<file path="src/rtl/refsched_pkg.sv">
package refsched_pkg;

  // Strobes from control to datapath
  typedef struct packed {
    logic debtInc;   // tick counted for every rank
    logic debtDec;   // a granted refresh retires debt
    logic decAll;    // retire on every rank (group mode)
    logic zqRun;     // ZQ period counter enabled
    logic zqStep;    // ZQ period counter advances
    logic rcLoad;    // capture a new rcomp window
    logic rcTick;    // count one tick off the rcomp window
  } schedStrobe_t;

  typedef enum logic [1:0] {
    RC_DIRECT   = 2'd0,
    RC_INDIRECT = 2'd1,
    RC_WAIT     = 2'd2,
    RC_WAIT_ALT = 2'd3
  } rcKind_t;

  localparam int INIT_W = 3;
  localparam int DQ_W   = 6;
  localparam int IQ_W   = 6;
  localparam int RW_W   = 5;
  localparam int WIN_W  = 6;

endpackage

</file>
<file path="src/rtl/refsched_dp.sv">
module refsched_dp
  import refsched_pkg::*;
#(
  parameter int NUM_RANKS = 4,
  parameter int DEBT_MAX  = 8,
  parameter int ZQ_PERIOD = 128,
  localparam int DEBT_W   = $clog2(DEBT_MAX + 1),
  localparam int RANK_W   = (NUM_RANKS > 1) ? $clog2(NUM_RANKS) : 1,
  localparam int ZQ_W     = (ZQ_PERIOD > 1) ? $clog2(ZQ_PERIOD) : 1
) (
  input  logic                               clk,
  input  logic                               rstN,
  input  schedStrobe_t                       strobe,
  input  logic [RANK_W-1:0]                  decRank,
  input  logic                               cfgIndepRanks,
  input  logic [INIT_W-1:0]                  cfgInitDebt,
  input  logic [DQ_W-1:0]                    cfgDirectQuiet,
  input  logic [IQ_W-1:0]                    cfgIndirectQuiet,
  input  logic [RW_W-1:0]                    cfgRcompWait,
  input  logic [1:0]                         rcompSel,
  output logic [NUM_RANKS-1:0][DEBT_W-1:0]   debtVec,
  output logic                               zqWrap,
  output logic                               rcZero
);

  // Owed-refresh counters, one per rank
  for (genvar r = 0; r < NUM_RANKS; r++) begin : g_rank
    logic [DEBT_W-1:0] cnt;
    logic [DEBT_W-1:0] cntNext;
    logic              decHere;

    assign decHere = strobe.debtDec & (strobe.decAll | (decRank == RANK_W'(r)));

    always_comb begin
      cntNext = cnt;
      unique case ({strobe.debtInc, decHere})
        2'b10:   cntNext = (cnt == DEBT_W'(DEBT_MAX)) ? cnt : cnt + 1'b1;
        2'b01:   cntNext = (cnt == '0) ? cnt : cnt - 1'b1;
        default: cntNext = cnt;
      endcase
    end

    always_ff @(posedge clk) begin
      if (!rstN) cnt <= DEBT_W'(cfgInitDebt);
      else       cnt <= cntNext;
    end

    assign debtVec[r] = cnt;
  end

  // ZQ period counter
  logic [ZQ_W-1:0] zqCnt;
  assign zqWrap = strobe.zqStep & (zqCnt == ZQ_W'(ZQ_PERIOD - 1));

  always_ff @(posedge clk) begin
    if (!rstN || !strobe.zqRun) zqCnt <= '0;
    else if (strobe.zqStep)     zqCnt <= zqWrap ? '0 : zqCnt + 1'b1;
  end

  // Rcomp quiet window
  logic [WIN_W-1:0] rcCnt;
  logic [WIN_W-1:0] rcWin;

  always_comb begin
    unique case (rcKind_t'(rcompSel))
      RC_DIRECT:   rcWin = WIN_W'(cfgDirectQuiet);
      RC_INDIRECT: rcWin = WIN_W'(cfgIndirectQuiet);
      default:     rcWin = WIN_W'(cfgRcompWait);
    endcase
  end

  always_ff @(posedge clk) begin
    if (!rstN)                            rcCnt <= '0;
    else if (strobe.rcLoad)               rcCnt <= cfgIndepRanks ? rcWin : '0;
    else if (strobe.rcTick && !rcZero)    rcCnt <= rcCnt - 1'b1;
  end

  assign rcZero = (rcCnt == '0);

endmodule

</file>
<file path="src/rtl/refsched_ctrl.sv">
module refsched_ctrl
  import refsched_pkg::*;
#(
  parameter int NUM_RANKS = 4,
  parameter int DEBT_MAX  = 8,
  localparam int DEBT_W   = $clog2(DEBT_MAX + 1),
  localparam int RANK_W   = (NUM_RANKS > 1) ? $clog2(NUM_RANKS) : 1
) (
  input  logic                               clk,
  input  logic                               rstN,
  input  logic                               refreshTick,
  input  logic                               cfgRefreshOn,
  input  logic                               cfgAccumOn,
  input  logic                               cfgIndepRanks,
  input  logic                               cfgZqOn,
  input  logic                               cfgInitDone,
  input  logic                               rcompReq,
  input  logic [NUM_RANKS-1:0][DEBT_W-1:0]   debtVec,
  input  logic                               zqWrap,
  input  logic                               rcZero,
  input  logic                               refGnt,
  input  logic                               zqGnt,
  output schedStrobe_t                       strobe,
  output logic [RANK_W-1:0]                  decRank,
  output logic                               refReq,
  output logic [RANK_W-1:0]                  refRank,
  output logic                               zqReq,
  output logic                               rcompGo
);

  logic              issueOn, countOn, groupOwed, anyOwed;
  logic              lastInGroup, grant;
  logic [RANK_W-1:0] lowRank, staggerPtr;
  logic              zqPend, rcPend;

  assign countOn   = cfgRefreshOn | cfgAccumOn;
  assign issueOn   = cfgRefreshOn & cfgInitDone;
  assign groupOwed = (debtVec[0] != '0);

  // Lowest-numbered rank that is owed a refresh
  always_comb begin
    anyOwed = 1'b0;
    lowRank = '0;
    for (int r = NUM_RANKS - 1; r >= 0; r--) begin
      if (debtVec[r] != '0) begin
        anyOwed = 1'b1;
        lowRank = RANK_W'(r);
      end
    end
  end

  assign refReq      = issueOn & (cfgIndepRanks ? anyOwed : groupOwed);
  assign refRank     = cfgIndepRanks ? lowRank : staggerPtr;
  assign lastInGroup = (staggerPtr == RANK_W'(NUM_RANKS - 1));
  assign grant       = refReq & refGnt;
  assign decRank     = lowRank;

  always_comb begin
    strobe         = '0;
    strobe.debtInc = refreshTick & countOn;
    strobe.debtDec = grant & (cfgIndepRanks | lastInGroup);
    strobe.decAll  = ~cfgIndepRanks;
    strobe.zqRun   = cfgZqOn;
    strobe.zqStep  = cfgZqOn & refreshTick;
    strobe.rcLoad  = rcompReq & ~rcPend;
    strobe.rcTick  = refreshTick & rcPend;
  end

  // Group-mode rank pointer
  always_ff @(posedge clk) begin
    if (!rstN || cfgIndepRanks) staggerPtr <= '0;
    else if (grant)             staggerPtr <= lastInGroup ? '0 : staggerPtr + 1'b1;
  end

  // ZQ pending flag; a fresh period wins over a grant
  always_ff @(posedge clk) begin
    if (!rstN || !cfgZqOn)  zqPend <= 1'b0;
    else if (zqWrap)        zqPend <= 1'b1;
    else if (zqReq && zqGnt) zqPend <= 1'b0;
  end

  assign zqReq = zqPend & ~refReq;

  // Rcomp hold
  assign rcompGo = rcPend & rcZero;

  always_ff @(posedge clk) begin
    if (!rstN)          rcPend <= 1'b0;
    else if (rcompGo)   rcPend <= 1'b0;
    else if (rcompReq)  rcPend <= 1'b1;
  end

endmodule

</file>
<file path="src/rtl/refresh_sched.sv">
module refresh_sched
  import refsched_pkg::*;
#(
  parameter int NUM_RANKS = 4,
  parameter int DEBT_MAX  = 8,
  parameter int ZQ_PERIOD = 128,
  localparam int DEBT_W   = $clog2(DEBT_MAX + 1),
  localparam int RANK_W   = (NUM_RANKS > 1) ? $clog2(NUM_RANKS) : 1
) (
  input  logic              clk,
  input  logic              rstN,
  input  logic              refreshTick,
  input  logic              cfgRefreshOn,
  input  logic              cfgAccumOn,
  input  logic              cfgIndepRanks,
  input  logic              cfgZqOn,
  input  logic              cfgInitDone,
  input  logic [2:0]        cfgInitDebt,
  input  logic [5:0]        cfgDirectQuiet,
  input  logic [5:0]        cfgIndirectQuiet,
  input  logic [4:0]        cfgRcompWait,
  input  logic              rcompReq,
  input  logic [1:0]        rcompSel,
  output logic              rcompGo,
  output logic              refReq,
  output logic [RANK_W-1:0] refRank,
  input  logic              refGnt,
  output logic              zqReq,
  input  logic              zqGnt
);

  schedStrobe_t                     strobe;
  logic [RANK_W-1:0]                decRank;
  logic [NUM_RANKS-1:0][DEBT_W-1:0] debtVec;
  logic                             zqWrap, rcZero;

  refsched_ctrl #(.NUM_RANKS(NUM_RANKS), .DEBT_MAX(DEBT_MAX)) uCtrl (
    .clk(clk), .rstN(rstN), .refreshTick(refreshTick),
    .cfgRefreshOn(cfgRefreshOn), .cfgAccumOn(cfgAccumOn),
    .cfgIndepRanks(cfgIndepRanks), .cfgZqOn(cfgZqOn), .cfgInitDone(cfgInitDone),
    .rcompReq(rcompReq), .debtVec(debtVec), .zqWrap(zqWrap), .rcZero(rcZero),
    .refGnt(refGnt), .zqGnt(zqGnt), .strobe(strobe), .decRank(decRank),
    .refReq(refReq), .refRank(refRank), .zqReq(zqReq), .rcompGo(rcompGo)
  );

  refsched_dp #(.NUM_RANKS(NUM_RANKS), .DEBT_MAX(DEBT_MAX), .ZQ_PERIOD(ZQ_PERIOD)) uDp (
    .clk(clk), .rstN(rstN), .strobe(strobe), .decRank(decRank),
    .cfgIndepRanks(cfgIndepRanks), .cfgInitDebt(cfgInitDebt),
    .cfgDirectQuiet(cfgDirectQuiet), .cfgIndirectQuiet(cfgIndirectQuiet),
    .cfgRcompWait(cfgRcompWait), .rcompSel(rcompSel),
    .debtVec(debtVec), .zqWrap(zqWrap), .rcZero(rcZero)
  );

endmodule

</file>
<file path="config.mk">
export PLATFORM = sky130hd
export DESIGN_NAME = refresh_sched
export DESIGN_NICKNAME = d
export VERILOG_FILES = /design/src/rtl/refsched_pkg.sv /design/src/rtl/refsched_dp.sv /design/src/rtl/refsched_ctrl.sv /design/src/rtl/refresh_sched.sv
export SDC_FILE = /design/constraint.sdc
export NUM_CORES = 1
export LEC_CHECK = 0
export ABC_AREA = 1
export BUFFER_PORTS_ARGS = -buffer_cell sky130_fd_sc_hd__buf_2
export CAP_MARGIN = 20
export CORE_UTILIZATION = 40
export DETAILED_ROUTE_END_ITERATION = 10
export HOLD_SLACK_MARGIN = 0.02
export MAX_ROUTING_LAYER = met4
export PLACE_DENSITY = 0.69
export SLEW_MARGIN = 20
export SYNTH_ARGS = -nofsm -noshare
export SYNTH_HDL_FRONTEND = slang
export SYNTH_HIERARCHICAL = 1
export SYNTH_SLANG_ARGS = --single-unit
export TNS_END_PERCENT = 50
</file>
<file path="constraint.sdc">
create_clock -name clk -period 3.35 [get_ports clk]
set_input_delay 0.335 -clock clk [delete_from_list [all_inputs] [get_ports clk]]
set_output_delay 0.335 -clock clk [all_outputs]
set_load 0.02 [all_outputs]
</file>
### Word level (Yosys, flattened, before mapping)

Cells that the tools add are included.

| operators by class | value |
|---|---|
| reduce and logical (&&, ||, !) cells | 33 |
| add/subtract/negate cells | 11 |
| eq/ne operators | 38 |
| multiplexer cells | 34 |
| bitwise logic cells | 25 |

Operators by type and width:

| operator | count |
|---|---|
| $mux W4 | 8 |
| $pmux W4 S2 | 4 |
| $ne A3 B3 Y1 const B | 8 |
| $reduce_and A3 Y1 | 8 |
| $mux W6 | 3 |
| $add A4 B1 Y4 const B | 4 |
| $eq A4 B4 Y1 const B | 4 |
| $logic_not A4 Y1 | 4 |
| $ne A2 B2 Y1 const B | 8 |
| $reduce_bool A4 Y1 | 4 |
| $sub A4 B1 Y4 const B | 4 |
| $and A1 B1 Y1 | 15 |
| $eq A2 B2 Y1 const B | 7 |
| $eq A2 B1 Y1 const B | 6 |
| $mux W2 | 6 |
| $mux W3 | 4 |
| $ne A3 B1 Y1 const B | 4 |
| $pmux W6 S2 | 1 |
| $reduce_bool A2 Y1 | 6 |
| $add A7 B1 Y7 const B | 1 |
| $eq A7 B7 Y1 const B | 1 |
| $mux W1 | 7 |
| $mux W7 | 1 |
| $logic_not A6 Y1 | 1 |
| 9 further kinds | 22 |

| word-level totals | value |
|---|---|
| word-level logic and storage cells | 154 |
| register bits after elaboration | 33 |
| output and inout port bits | 5 |

### Depth between registers and ports, before layout

Gate-level depths: netlist (run 1).

| logic depth | value |
|---|---|
| word-level depth | 13 |
| gate-level depth with buffers | 18 |

### Modules after synthesis

Netlist (run 1), hierarchy kept.

Modules (own cells, without submodules):

| module | area an instance (µm²) | times used | cells an instance |
|---|---|---|---|
| refsched_dp | 2,099.5 | 1 | 322 |
| refsched_ctrl | 406.6 | 1 | 70 |

### Worst setup path before layout (run 1)

No wires, ideal clock.

| timing path | value |
|---|---|
| kind | reg2reg |
| from | register uDp.g_rank[0].cnt[0] |
| to | register uDp.g_rank[3].cnt[2] (data pin) |
| arrival time | 1,908 ps |
| period minus slack after synthesis | 2,169 ps |
| data required time | 3,088 ps |
| cell stages (with the launch flop) | 14 |
| slack | 1,181 ps |
| setup time | 262 ps |
| cell sequence | edfxtp_1 -> nor2_2 -> nand2_2 -> a31oi_1 -> nand2_1 -> nand2_1 -> nand3_1 -> xor2_1 -> inv_1 -> ha_1 -> inv_1 -> nand3_1 -> nand2_1 -> o21ai_0 |

| between the ends | value |
|---|---|
| elaborated cells on any way between the ends | 14 |
| classes of those cells | eq/ne: 3; mux: 5; bitwise: 5; reduce/logical: 1 |

RTL lines:

| what | RTL line | text |
|---|---|---|
| from (decl) | refsched_dp.sv:28 | `logic [DEBT_W-1:0] cnt;` |
| from (signal assigned) | refsched_dp.sv:44 | `if (!rstN) cnt <= DEBT_W'(cfgInitDebt);` |
| from (signal assigned) | refsched_dp.sv:45 | `else cnt <= cntNext;` |
| $reduce_bool A4 Y1 * | refsched_ctrl.sv:45 | `if (debtVec[r] != '0) begin` |
| $mux W2 * | refsched_ctrl.sv:45 |  |
| net decRank[0] | refresh_sched.sv:33 | `logic [RANK_W-1:0] decRank;` |
| $eq A2 B2 Y1 * | refsched_dp.sv:32 | `assign decHere = strobe.debtDec & (strobe.decAll \| (decRank == RANK_W'(r)));` |
| $or A1 B1 Y1 * | refsched_dp.sv:32 |  |
| $and A1 B1 Y1 * | refsched_dp.sv:32 |  |
| $eq A2 B1 Y1 / $eq A2 B2 Y1 (equally long branches) | refsched_dp.sv:36 | `unique case ({strobe.debtInc, decHere})` |
| $pmux W4 S2 * | refsched_dp.sv:36 |  |
| $mux W3 * | refsched_dp.sv:44 |  |
| to (signal assigned) | refsched_dp.sv:44 |  |
| to (signal assigned) | refsched_dp.sv:45 |  |
| to (decl) | refsched_dp.sv:28 |  |

Mark *: on every way through the listed nets, which the timed path passes. The rest lies on a longest branch.
A chain may end at the register's enable or synchronous reset.

### Worst setup path in the final report (run 1)

Same ends and word-level chain as after synthesis.

==> impl_metrics.py, run 1 <==
metrics = {
    "clock_network": {
        "clk_latency_ps": 280,
        "cts_num_sinks": 33,
        "cts-buffers-inserted": 5,
        "post_cts_buffers": 0,
        "post_cts_resize_count": 0,
        "clockBufferDepth": 2,
        "ctsHoldBuffers": 0,
        "clockRootBuffer": "clkbuf_8",
        "tritoncts": "built",
        "path_clk_slew_ps": 70,
        "htree_levels": 2,
    },
    "yosys": {
        "synth-simple-area-share_pct": 36.6,
        "synth_top_family_by_area": "simple AND/OR/NAND/NOR gates",
        "synth_fa_ha_area_share_pct": 3.99,
        "synth_area_per_cell_sq_um": 6.39,
        "synth-edff-count": 12,
        "synth_top_area_share_pct": 16.8,
        "syn_nets": 433,
        "syn_area_sq_mm": 0.00251,
        "synth-seq-cells": 33,
        "syn_inst": 392,
        "yosysUniqueCellTypes": 37,
        "synth_top_cell_by_area": "dfxtp_1",
        "synth_compound_area_share_pct": 11.8,
        "synth_area_leaders": "dfxtp_1 17%, nand2_1 16%, edfxtp_1 14%",
        "ys.flop_type": "dfxtp_1",
        "synth_mux_area_share_pct": 0,
        "synth_common_cells": "110 x nand2_1, 69 x inv_1, 43 x nand3_1",
        "yosysMostFrequentCell": "nand2_1",
        "async_reset_ff_share_pct": 0,
        "synthXorXnorAreaFrac_pct": 3.49,
        "synth-seq-area-share_pct": 31.2,
        "yosysWarnings": 6,
    },
    "sta": {
        "fin_tns_setup_ps": 0,
        "fin_crit_ps": 2470,
        "finalCritPeriodShare_pct": 73.6,
        "hold_viol": 0,
        "rsz0062_at_grt": "false",
        "slew_viol_final": 0,
        "max-slew-margin-rel_pct": 67.3,
        "skew_ps": 6.96,
        "tightest_slew_ps": 487,
        "setup_violations": 0,
        "fin_hold_ws_ps": 318,
        "max_freq_ghz": 0.405,
    },
    "grt": {
        "grt_pass1_wl_um": 9190,
        "use_met1_pct": 23.3,
        "grt_pass1_vias": 2149,
        "antenna_found_initial": 0,
        "grtUsageTotal_pct": 18.4,
        "grt_use_met3_pct": 3.60,
        "grt_overflow_total": 0,
        "grt_max_degree": 28,
        "use_met2_pct": 30.3,
        "grt-busiest-layer": "met2",
    },
    "worst_setup_path": {
        "critPathBufInv": 2,
        "crit_family": "simple AND/OR/NAND/NOR gates",
        "crit_start": "uDp/g_rank[0].cnt[0]$_DFFE_PP_",
        "r2r_setup_slack_ps": 880,
        "arrival_ps": 2490,
        "crit_fanout": 6,
        "start_kind": "register",
        "cp-end-kind": "register",
        "r2r_start": "uDp/g_rank[0].cnt[0]$_DFFE_PP_",
        "slowest_stage": "edfxtp_1",
        "worst_path_most_repeated_cell": "nand2_1",
        "required_ps": 3370,
        "cpPeakStageDelay_ps": 480,
        "worstPathCellList": "nor2_2, nand2_2, a31oi_1, nand2_1, nand2_1, nand3_1, xor2_1, inv_1, ha_1, inv_1, nand3_1, nand2_1, o21ai_0",
        "worst-setup-path-type": "register to register",
    },
    "drt": {
        "wl_um": 5330,
        "drtIter0Drc": 110,
        "vias": 2404,
        "avgViaCountPerCell": 4.74,
        "ant_nets": 0,
        "wl_per_cell_um": 10.5,
        "dr.pass1.iters": 4,
        "drc": 0,
    },
    "floorplanning": {
        "core_sq_mm": 0.00599,
        "die_area_sq_mm": 0.00659,
        "rows": 28,
        "io_pins": 38,
        "die_w_um": 81.2,
        "initial_core_util_pct": 41.8,
        "fp.dieH_um": 81.2,
    },
    "final_layout": {
        "diodes": 0,
        "instances_no_fill": 507,
        "final_util_pct": 47.6,
        "nNetsFinal": 472,
        "drive_above_1_share_pct": 15.0,
        "num-fill-cells": 619,
        "area_growth_pct": 13.7,
    },
    "placement": {
        "hpwlAfterDp_um": 4160,
        "port-buffer-count": 37,
        "place.gp.congestion": 0.866,
        "dp_cells": 499,
    },
    "pwr": {
        "powerDensity_mw_per_mm2": 399,
        "peakVddDrop_v": 0.000270,
        "finalPower_mw": 1.14,
        "p_leak_nw": 1.45,
    },
    "min_path": {
        "hold_start": "cfgZqOn",
        "holdCritPathClass": "input pin to register",
    },
    "run_status": {
        "status": "finished clean",
    },
    "job": {
        "maxCapViolCount": 0,
    },
}
## where the power goes
group	internal, mW	switching (mW)
logic	0.114	0.182
registers	0.460	0.0419
clock network	0.191	0.146
## per-stage QoR
step                      worst slack [ps]  instance area [sq um]
after floorplan                       1180                   2510
after global placement                 975                   2750
after detailed placement               884                   2750
after CTS                              837                   2850
after global routing                   653                   2850
final                                  883                   2850
## area by class of cell
type	instances	area (sq um)	share of cell area, %
multi-input combinational	279	1400	49.2
clock inverter	1	5.00	0.176
tap	75	93.8	3.29
inverter	74	279	9.79
sequential	33	781	27.4
clock buffer	7	97.6	3.42
timing repair buffer	38	193	6.76
## tightest hold or removal path, cell delays in order
cell and delay (ps):
buf_2 120, nand2_1 70, a21oi_2 30
## layer usage
metal / vias to the layer above / routed length, um
li1: 1325 / -
met1: 1042 / 2710
met2: 35 / 2440
met3: 2 / 156
met4: 0 / 22
met5: - / 0
## worst paths after layout
kind	cells after the start	end
setup / recovery	13	uDp/g_rank[3].cnt[2]$_DFFE_PP_
hold / removal	3	uCtrl/zqPend$_SDFFE_PP0P_
setup reg to reg	13	uDp/g_rank[3].cnt[2]$_DFFE_PP_
hold reg to reg	2	uCtrl/zqPend$_SDFFE_PP0P_
## logic make-up (layout without fill, tap and decap cells)
logic type / after synthesis / in the layout
AND/OR/NAND/NOR: 208 / 208
flip-flops: 33 / 33
AO/OA/AOI/OAI: 53 / 53
buffers and inverters: 80 / 120
adder cells (fa/ha/maj): 8 / 8
XOR/XNOR: 10 / 10
## state kept, by name, summed over array words and instances, names as in the netlist
name	cells
uDp/g_rank.cnt	16
uCtrl/staggerPtr	2
uCtrl/rcPend	1
uCtrl/zqPend	1
uDp/zqCnt	7
uDp/rcCnt	6
## cells in the final DEF, fill, tap and decap left out
master	synthesis	layout
nand3_4	1	1
dfxtp_1	21	21
o21bai_1	2	2
nand4_1	8	8
o31ai_1	1	1
or2_2	1	1
inv_1	69	69
o21ai_0	29	29
inv_2	3	3
nor2_1	29	29
a21oi_2	1	1
clkinv_2	1	2
a21oi_1	10	10
clkbuf_16	0	1
nor2_2	7	7
buf_2	1	37
o21a_1	1	1
a22oi_1	2	2
o21ai_2	1	1
ha_1	8	8
edfxtp_1	12	12
nor4_1	1	1
nor2_4	1	1
nand2_2	3	3
xnor2_1	1	1
clkbuf_1	2	1
buf_4	1	1
a22o_1	1	1
clkbuf_8	1	5
clkinv_1	1	1
nor3b_2	1	1
nand3_1	43	43
o21ai_1	2	2
a31oi_1	3	3
nor3_1	3	3
xor2_1	9	9
nand2_1	110	110
Note: power is estimated with default switching activity, not from simulation.
==> inputs of run 2 (changes only) <==
==> constraint.sdc (replaced) <==
create_clock -name clk -period 2.3 [get_ports clk]
set_input_delay 0.23 -clock clk [delete_from_list [all_inputs] [get_ports clk]]
set_output_delay 0.23 -clock clk [all_outputs]
set_load 0.02 [all_outputs]
==> impl_metrics.py, run 2 (synthesized netlist as in run 1, its figures left out) <==
metrics = {
    "run_status": {
        "status": "finished clean",
    },
    "drt": {
        "wl_um": 6110,
        "ant_nets": 0,
        "vias": 2632,
        "drc": 0,
        "avgViaCountPerCell": 4.89,
        "drtIter0Drc": 117,
        "dr.pass1.iters": 4,
        "wl_per_cell_um": 11.4,
    },
    "grt": {
        "grt_pass1_vias": 2280,
        "grt_max_degree": 21,
        "grt_overflow_total": 0,
        "grt_pass1_wl_um": 9720,
        "antenna_found_initial": 0,
        "grtUsageTotal_pct": 19.9,
    },
    "pwr": {
        "comb_power_share_pct": 31.8,
        "p_int_mw": 1.19,
        "peakVddDrop_v": 0.000379,
        "p_leak_nw": 1.61,
        "pwr-share-clk_pct": 28.1,
        "seqPwrFrac_pct": 40.1,
        "powerDensity_mw_per_mm2": 560,
        "swShare_pct": 34.1,
        "p_switching_uw": 616,
    },
    "sta": {
        "tightest_slew_ps": 393,
        "max-slew-margin-rel_pct": 73.7,
        "slew_viol_final": 0,
        "skew_ps": 6.13,
        "fin_crit_ps": 2240,
        "setup_ws_ps": 63.0,
        "finalCritPeriodShare_pct": 97.3,
        "setup_violations": 0,
        "hold_viol": 0,
        "rsz0062_at_grt": "true",
        "max_freq_ghz": 0.447,
    },
    "final_layout": {
        "largest_register_ff_count": 16,
        "layout_commonest_cell": "nand2_1",
        "nNetsFinal": 503,
        "area_growth_pct": 28.8,
        "diodes": 0,
        "reg.largest.list": "uDp/g_rank.cnt x16, uDp/zqCnt x7, uDp/rcCnt x6",
        "num-fill-cells": 583,
        "final_area_sq_mm": 0.00323,
        "drive_above_1_share_pct": 28.5,
        "final_cell_mix": "100 x nand2_1, 63 x inv_1, 38 x nand3_1",
        "instances_no_fill": 538,
        "regMostFlops": "uDp/g_rank.cnt",
    },
    "placement": {
        "port-buffer-count": 37,
        "dp_slack_ps": -1.81,
        "dp_cells": 516,
        "hpwlAfterDp_um": 4430,
        "place.gp.congestion": 0.838,
        "placed_cell_area_sq_mm": 0.00288,
    },
    "worst_setup_path": {
        "worst-setup-path-type": "register to register",
        "cpPeakStageDelay_ps": 470,
        "crit_family": "simple AND/OR/NAND/NOR gates",
        "start_kind": "register",
        "crit_fanout": 13,
        "required_ps": 2340,
        "arrival_ps": 2280,
        "worstPathCellList": "nor2_2, nand2_2, nor2_2, nand2_2, nand3_4, nor2_1, buf_6, nand4_1, nand2_1, inv_2, ha_4, inv_4, a21oi_2, o21ai_2",
        "cp-end-kind": "register",
        "slowest_stage": "edfxtp_1",
        "critPathBufInv": 3,
    },
    "min_path": {
        "holdCritPathClass": "input pin to register",
    },
    "clock_network": {
        "path_clk_slew_ps": 70,
        "clockBufferDepth": 2,
        "ctsHoldBuffers": 0,
        "clockRootBuffer": "clkbuf_8",
        "cts-buffers-inserted": 5,
        "cts_num_sinks": 33,
        "clk_latency_ps": 300,
        "tritoncts": "built",
        "htree_levels": 2,
    },
    "floorplanning": {
        "initial_core_util_pct": 41.8,
        "fp.dieH_um": 81.2,
        "rows": 28,
        "io_pins": 38,
        "core_sq_mm": 0.00599,
        "die_w_um": 81.2,
        "die_area_sq_mm": 0.00659,
    },
    "job": {
        "maxCapViolCount": 0,
    },
}
==> run 2: metal layers <==
| layer | track usage (%) | vias to the layer above | wire (um) |
|---|---|---|---|
| met3 | 3.37 | 10 | 237 |
| met1 | 24.0 | 1173 | 2830 |
| li1 | - | 1396 | - |
| met4 | 7.50 | 0 | 110 |
| met2 | 33.0 | 53 | 2940 |
| met5 | - | - | 0 |
==> run 2: worst paths after layout <==
path,cells past startpoint,to,startpoint,slack [ps]
max,14,uDp/g_rank[2].cnt[2]$_DFFE_PP_,uDp/g_rank[3].cnt[2]$_DFFE_PP_,60
min,3,uCtrl/zqPend$_SDFFE_PP0P_,cfgZqOn,190
max reg2reg,14,uDp/g_rank[2].cnt[2]$_DFFE_PP_,uDp/g_rank[3].cnt[2]$_DFFE_PP_,60
min reg2reg,2,uCtrl/zqPend$_SDFFE_PP0P_,uCtrl/zqPend$_SDFFE_PP0P_,470
==> run 2: layout make-up <==
cell class | count | area, sq um | share of cell area (%)
multi-input cells | 279 | 1540 | 47.6
flip-flops and latches | 33 | 785 | 24.3
repair buffers | 69 | 429 | 13.3
inverters | 74 | 282 | 8.72
clock buffers | 7 | 97.6 | 3.02
well taps | 75 | 93.8 | 2.91
clock inverters | 1 | 5.00 | 0.155
==> run 2: power by group through the flow <==
stage | clock network, mW | registers [mW] | logic (mW)
floorplan | 0 | 0.727 | 0.336
global placement | 0 | 0.727 | 0.475
detailed placement | 0 | 0.728 | 0.489
CTS | 0.524 | 0.716 | 0.492
global route | 0.555 | 0.732 | 0.647
finish | 0.508 | 0.725 | 0.575
==> run 2: through the flow <==
| step | util (%) | hold slack [ps] | total power [mW] | TNS, ps |
|---|---|---|---|---|
| after detailed placement | 48.0 | 459 | 1.22 | -1.81 |
| after global routing | 53.9 | 194 | 1.93 | -331 |
| final | 53.9 | 192 | 1.81 | 0 |
| after floorplan | - | 360 | 1.06 | 0 |
| after global placement | 48.0 | 457 | 1.20 | 0 |
| after CTS | 49.7 | 185 | 1.73 | 0 |
==> run 2: worst min-delay path: stages <==
cell,delay (ps)
buf_2,120
nand2_1,70
a21oi_2,30
==> run 2: repair_timing <==
item,CTS,global route
gates resized for setup,1,47
pin swaps,0,20
setup endpoints to repair,1,15
setup buffers,0,15
